**src/rtl/mbox_cmd_engine.sv**
```systemverilog
module mbox_cmd_engine #(
  parameter int POLL_LIMIT = 8,
  parameter int AW = 12
) (
  input  logic           clk,
  input  logic           rst_n,
  input  logic           start,
  input  logic [2:0]     ip_type,
  input  logic [4:0]     inst_id,
  input  logic [7:0]     cmd_class,
  input  logic [15:0]    opcode,
  input  logic [223:0]   params,
  input  logic [2:0]     rsp_count,
  output logic           busy,
  output logic           done,
  output logic           err,
  output logic           timeout,
  output logic           cnt_invalid,
  output logic [31:0]    status,
  output logic [15:0]    short_data,
  output logic [3:0]     gen_code,
  output logic [2:0]     rsp_code,
  output logic [95:0]    rsp_data,
  output logic           bus_rd,
  output logic           bus_wr,
  output logic [AW-1:0]  bus_addr,
  output logic [31:0]    bus_wdata,
  input  logic [31:0]    bus_rdata
);
  localparam int PW = $clog2(POLL_LIMIT + 1);
  localparam logic [AW-1:0] REQ_OFS  = AW'(12'h43C);
  localparam logic [AW-1:0] PRM0_OFS = AW'(12'h438);
  localparam logic [AW-1:0] RSP_OFS  = AW'(12'h45C);
  localparam logic [AW-1:0] DAT0_OFS = AW'(12'h458);

  typedef enum logic [3:0] {
    S_IDLE, S_REQ, S_PARAM, S_CMD, S_RSP, S_DATA, S_CLRR, S_CLRW, S_DONE
  } st_t;

  st_t           st;
  logic          rd_pend;
  logic [2:0]    idx;
  logic [PW-1:0] polls;
  logic [31:0]   cmd_word;
  logic [31:0]   prm [0:7];
  logic [2:0]    cnt;
  logic [31:0]   dw [0:2];
  logic [31:0]   clr_val;
  logic          limit_hit;

  assign busy       = (st != S_IDLE);
  assign done       = (st == S_DONE);
  assign short_data = status[31:16];
  assign gen_code   = status[4:1];
  assign rsp_code   = status[7:5];
  assign rsp_data   = {dw[2], dw[1], dw[0]};
  assign limit_hit  = (polls >= PW'(POLL_LIMIT));

  always_comb begin
    bus_rd    = 1'b0;
    bus_wr    = 1'b0;
    bus_addr  = '0;
    bus_wdata = '0;
    case (st)
      S_REQ:   if (!rd_pend) begin bus_rd = 1'b1; bus_addr = REQ_OFS; end
      S_PARAM: if (prm[idx] != 32'd0) begin
                 bus_wr    = 1'b1;
                 bus_addr  = PRM0_OFS - AW'({idx, 2'b00});
                 bus_wdata = prm[idx];
               end
      S_CMD:   begin bus_wr = 1'b1; bus_addr = REQ_OFS; bus_wdata = cmd_word; end
      S_RSP:   if (!rd_pend) begin bus_rd = 1'b1; bus_addr = RSP_OFS; end
      S_DATA:  if (!rd_pend && cnt <= 3'd3 && idx < cnt) begin
                 bus_rd   = 1'b1;
                 bus_addr = DAT0_OFS - AW'({idx, 2'b00});
               end
      S_CLRR:  if (!rd_pend) begin bus_rd = 1'b1; bus_addr = RSP_OFS; end
      S_CLRW:  begin bus_wr = 1'b1; bus_addr = RSP_OFS; bus_wdata = clr_val; end
      default: ;
    endcase
  end

  always_ff @(posedge clk or negedge rst_n) begin
    if (!rst_n) begin
      st          <= S_IDLE;
      rd_pend     <= 1'b0;
      idx         <= '0;
      polls       <= '0;
      cmd_word    <= '0;
      cnt         <= '0;
      clr_val     <= '0;
      status      <= '0;
      err         <= 1'b0;
      timeout     <= 1'b0;
      cnt_invalid <= 1'b0;
      for (int k = 0; k < 8; k++) prm[k] <= '0;
      for (int k = 0; k < 3; k++) dw[k] <= '0;
    end else begin
      case (st)
        S_IDLE: if (start) begin
          cmd_word    <= {ip_type, inst_id, cmd_class, opcode};
          for (int k = 0; k < 7; k++) prm[k] <= params[32*k +: 32];
          prm[7]      <= '0;
          cnt         <= rsp_count;
          status      <= '0;
          err         <= 1'b0;
          timeout     <= 1'b0;
          cnt_invalid <= 1'b0;
          for (int k = 0; k < 3; k++) dw[k] <= '0;
          polls       <= '0;
          rd_pend     <= 1'b0;
          st          <= S_REQ;
        end
        S_REQ: begin
          if (!rd_pend) begin
            rd_pend <= 1'b1;
            polls   <= polls + 1'b1;
          end else begin
            rd_pend <= 1'b0;
            if (bus_rdata == 32'd0) begin
              idx <= '0;
              st  <= S_PARAM;
            end else if (limit_hit) begin
              err     <= 1'b1;
              timeout <= 1'b1;
              st      <= S_DONE;
            end
          end
        end
        S_PARAM: begin
          idx <= idx + 1'b1;
          if (idx == 3'd6) st <= S_CMD;
        end
        S_CMD: begin
          polls <= '0;
          st    <= S_RSP;
        end
        S_RSP: begin
          if (!rd_pend) begin
            rd_pend <= 1'b1;
            polls   <= polls + 1'b1;
          end else begin
            rd_pend <= 1'b0;
            if (bus_rdata[0]) begin
              status <= bus_rdata;
              idx    <= '0;
              st     <= S_DATA;
            end else if (limit_hit) begin
              status  <= bus_rdata;
              err     <= 1'b1;
              timeout <= 1'b1;
              st      <= S_DONE;
            end
          end
        end
        S_DATA: begin
          if (cnt > 3'd3) begin
            cnt_invalid <= 1'b1;
            st          <= S_CLRR;
          end else if (idx >= cnt) begin
            st <= S_CLRR;
          end else if (!rd_pend) begin
            rd_pend <= 1'b1;
          end else begin
            rd_pend      <= 1'b0;
            dw[idx[1:0]] <= bus_rdata;
            idx          <= idx + 1'b1;
          end
        end
        S_CLRR: begin
          if (!rd_pend) begin
            rd_pend <= 1'b1;
          end else begin
            rd_pend <= 1'b0;
            clr_val <= bus_rdata & ~32'd1;
            st      <= S_CLRW;
          end
        end
        S_CLRW: st <= S_DONE;
        default: st <= S_IDLE;
      endcase
    end
  end


  done_pulse_chk: assert property (@(posedge clk) disable iff (!rst_n)
    done |=> !done);


  busy_start_chk: assert property (@(posedge clk) disable iff (!rst_n)
    $rose(busy) |-> $past(start));


  clr_bit_chk: assert property (@(posedge clk) disable iff (!rst_n)
    (bus_wr && bus_addr == RSP_OFS) |-> !bus_wdata[0]);


  inv_data_chk: assert property (@(posedge clk) disable iff (!rst_n)
    cnt_invalid |-> (rsp_data == 96'd0 && !err));


  idle_bus_chk: assert property (@(posedge clk) disable iff (!rst_n)
    !busy |-> (!bus_rd && !bus_wr));


  tmo_err_chk: assert property (@(posedge clk) disable iff (!rst_n)
    (done && timeout) |-> err);
endmodule

```
**config.mk**
```make
export PLATFORM = sky130hd
export DESIGN_NAME = mbox_cmd_engine
export DESIGN_NICKNAME = d
export VERILOG_FILES = /design/src/rtl/mbox_cmd_engine.sv
export SDC_FILE = /design/constraint.sdc
export NUM_CORES = 1
export LEC_CHECK = 0
export BUFFER_PORTS_ARGS = -buffer_cell sky130_fd_sc_hd__buf_2
export CAP_MARGIN = 20
export CORE_MARGIN = 1.5
export CORE_UTILIZATION = 32
export CTS_BUF_LIST = sky130_fd_sc_hd__clkbuf_4
export CTS_CLUSTER_DIAMETER = 50
export DETAILED_ROUTE_END_ITERATION = 16
export PLACE_DENSITY_LB_ADDON = 0.3
export SETUP_SLACK_MARGIN = 0.1
export SYNTH_ARGS = -nofsm -noshare
export SYNTH_HDL_FRONTEND = slang
export SYNTH_SLANG_ARGS = --single-unit
```
**constraint.sdc**
```tcl
create_clock -name clk -period 3.4 [get_ports clk]
set_clock_uncertainty 0.05 [all_clocks]
set_input_delay 0.51 -clock clk [delete_from_list [all_inputs] [get_ports clk]]
set_output_delay 0.51 -clock clk [all_outputs]
set_load 0.005 [all_outputs]
```
==> impl_metrics.env <==
export IMPL_worst_slew_pin_slew_ns=0.978
export IMPL_holdPathEnd="polls[3]"
export IMPL_hp_class="in2reg"
export IMPL_maxCapViolCount=0
export IMPL_ys_warn_count=0
export IMPL_drive_above_1_share=0.306
export IMPL_instances_no_fill=3764
export IMPL_placementRows=90
export IMPL_synth_edf_count=0
export IMPL_yosysUniqueCellTypes=48
export IMPL_synth_top_area_cell="dfrtp_1"
export IMPL_grt_pass1_vias=19465
export IMPL_ios=496
export IMPL_synth_top_area_share=0.554
export IMPL_r2r_start="idx[0]"
export IMPL_p_leak_nw=14.4
export IMPL_antenna_found_initial=2
export IMPL_io_buffers=489
export IMPL_drtAntennaViolNets=0
export IMPL_dp_hpwl_mm=57.5
export IMPL_hp_start="start"
export IMPL_period_minus_slack_ns=4.01
export IMPL_start_util=0.324
export IMPL_power_density_nw_per_um2=789
export IMPL_die_h_um=250
export IMPL_netlist_instances=2070
export IMPL_slew_violations=0
export IMPL_die_x_um=250
export IMPL_critPathRequiredTime_ns=2.84
export IMPL_async_reset_ff_frac=1.00
export IMPL_synth_area_sq_um=19600
export IMPL_cts_tree="done"
export IMPL_drc_errors=0
export IMPL_r2r_setup_slack_ns=0.64
export IMPL_clockBufferDepth=3
export IMPL_wl_per_cell_um=21.8
export IMPL_reg2reg_to="idx[1]"
export IMPL_crit_top_cell="buf_12"
export IMPL_worstRegToRegCells=8
export IMPL_nNetsFinal=3208
export IMPL_grt_pass1_wl_mm=120
export IMPL_grt_ovfl_total=0
export IMPL_maxSlewHeadroom=0.348
export IMPL_hold_viol_final=0
export IMPL_whs_ns=0.162
export IMPL_cp_start_kind="register"
export IMPL_yosysMostFrequentCell="nand2_1"
export IMPL_track_usage=0.256
export IMPL_violations="negative setup slack"
export IMPL_ys_seq_elements=433
export IMPL_finalWirelength_mm=82.1
export IMPL_synthFlopType="dfrtp_1"
export IMPL_dp_cells=3239
export IMPL_path_clk_slew_ns=0.06
export IMPL_fmax_mhz=249
export IMPL_critPathMaxFanout=15
export IMPL_cts_sinks=433
export IMPL_vias_per_cell=5.11
export IMPL_vias=19235
export IMPL_finalWorstSetupSlack_ns=-0.611
export IMPL_synthTopCellsByArea="dfrtp_1 (55%), nand2_1 (17%), mux2i_1 (5.0%)"
export IMPL_rsz0062_at_grt="yes"
export IMPL_syn_to_final_growth_pct=43.9
export IMPL_peakVddDrop_mv=0.836
export IMPL_ys_top_cells_by_count="nand2_1 (888), dfrtp_1 (433), mux2i_1 (97)"
export IMPL_critical_path_class="reg2out"
export IMPL_path_cells="buf_12, buf_12, buf_16, mux2i_1, o211ai_1, a22oi_1, nand4_1, nor4_4, buf_6, o31ai_2, buf_2"
export IMPL_ys_seq_area_frac=0.554
export IMPL_core_sq_um=60400
export IMPL_h_tree_depth=3
export IMPL_clk_latency_ns=0.88
export IMPL_arrival_ns=3.45
export IMPL_avgSynthCellArea_sq_um=9.45
export IMPL_finalSetupViolations=6
export IMPL_status="finished, violations left"
export IMPL_cts_root_buf="clkbuf_4"
export IMPL_grt_max_degree=180
export IMPL_end_kind="primary output"
export IMPL_fin_crit_sh=1.18
export IMPL_cpPeakStageDelay_ns=0.49
export IMPL_slowest_stage="dfrtp_2"
export IMPL_gp_congestion=0.938
export IMPL_cts_made_buffers=114
export IMPL_die_area_sq_um=62600
export IMPL_drt_pass1_iterations=7
export IMPL_worstHoldPathCells=4
export IMPL_drtIter0Drc=1321
-- power breakdown --
part / internal, mW / switching, mW / total (mW)
combinational: 3.39 / 5.57 / 8.96
clock: 2.41 / 2.20 / 4.60
sequential: 6.98 / 1.68 / 8.66
total: 12.8 / 9.45 / 22.2
-- critical path, delay by kind of cell (launching register included) --
family / cells / cell delay, ns
AO/OA/AOI/OAI: 3 / 0.49
buffers and inverters: 5 / 0.77
flip-flops: 1 / 0.49
multiplexers: 1 / 0.24
AND/OR/NAND/NOR: 2 / 0.61
-- worst max path at each step --
stage	startpoint	to	slack, ns	depth (start not counted)
floorplan	idx[0]	idx[2]	0.76	10
global placement	idx[1]	bus_addr[10]	0.13	9
detailed placement	idx[1]	bus_addr[10]	0.07	9
CTS	idx[0]	bus_addr[2]	-0.58	10
global route	idx[1]	bus_addr[3]	-0.81	11
finish	idx[1]	bus_addr[4]	-0.61	11
-- cells by family (layout without fill, tap and decap cells) --
kind of cell               after synthesis  count (layout)  synth area share
other                                    1               8          0.000192
muxes                                  132             132            0.0698
buffers and inverters                  184            1089            0.0482
and+or+nand+nor                       1015            1015             0.209
DFF                                    433             433             0.554
xor gates and xnor gates                 3               3           0.00134
adders and majority gates               10              10           0.00640
AOI/OAI and AO/OA                      292             292             0.111
-- layout by cell type, fill, tap and decap left out, types with 14 or more instances in the layout --
master	instances
nand2_1	861
buf_2	486
dfrtp_1	428
dlygate4sd3_1	292
clkbuf_4	169
a22o_1	96
mux2i_1	89
buf_4	64
a22oi_1	51
nand3_1	37
o211ai_1	34
nand3b_1	32
mux2_2	32
a22oi_2	28
o21ai_2	22
nand2_2	19
nor2_1	16
buf_6	16
o21ai_1	14
clkinv_1	14
buf_12	14
-- sequential cells by signal, indices dropped and copies added, names as in the netlist --
| signal | flops |
|---|---|
| prm | 224 |
| rsp_data | 96 |
| cmd_word | 32 |
| status | 32 |
| clr_val | 31 |
| polls | 4 |
| st | 4 |
| cnt | 3 |
| idx | 3 |
| cnt_invalid | 1 |
| err | 1 |
| rd_pend | 1 |
| timeout | 1 |
-- layout make-up --
| class | instances | area, sq um |
|---|---|---|
| antenna | 2 | 5.00 |
| clock buffer | 169 | 1270 |
| clock inverter | 23 | 163 |
| fill | 5661 | 32200 |
| inverter | 13 | 52.6 |
| multi-input combinational | 1458 | 8280 |
| sequential | 433 | 10800 |
| tap | 782 | 978 |
| timing repair buffer | 884 | 6560 |
-- metal layers --
metal | track usage | vias up | share of wire
met2 | 0.433 | 968 | 0.49
li1 | - | 8653 | -
met3 | 0.0498 | 230 | 0.069
met5 | 0 | - | 0
met1 | 0.314 | 9384 | 0.40
met4 | 0.125 | 0 | 0.045
-- stage by stage --
step	setup TNS, ns	setup slack, ns	instance area [sq um]	total power [mW]	utilization
after floorplan	0	0.760	19600	12.7	-
after global placement	0	0.135	22800	16.2	0.377
after detailed placement	0	0.0699	22800	16.3	0.377
after CTS	-3.67	-0.585	27800	21.9	0.460
after global routing	-5.06	-0.812	28100	23.5	0.466
final	-3.62	-0.611	28100	22.2	0.466
-- what timing repair did --
action,CTS,global route
gates resized for setup,100,60
cloned,3,3
buffers inserted,20,13
endpoints found under the hold margin,494,0
hold buffers,292,0
pin swaps,32,36
setup endpoints to repair,40,37
No activity file was read; power rests on OpenSTA's default activity.
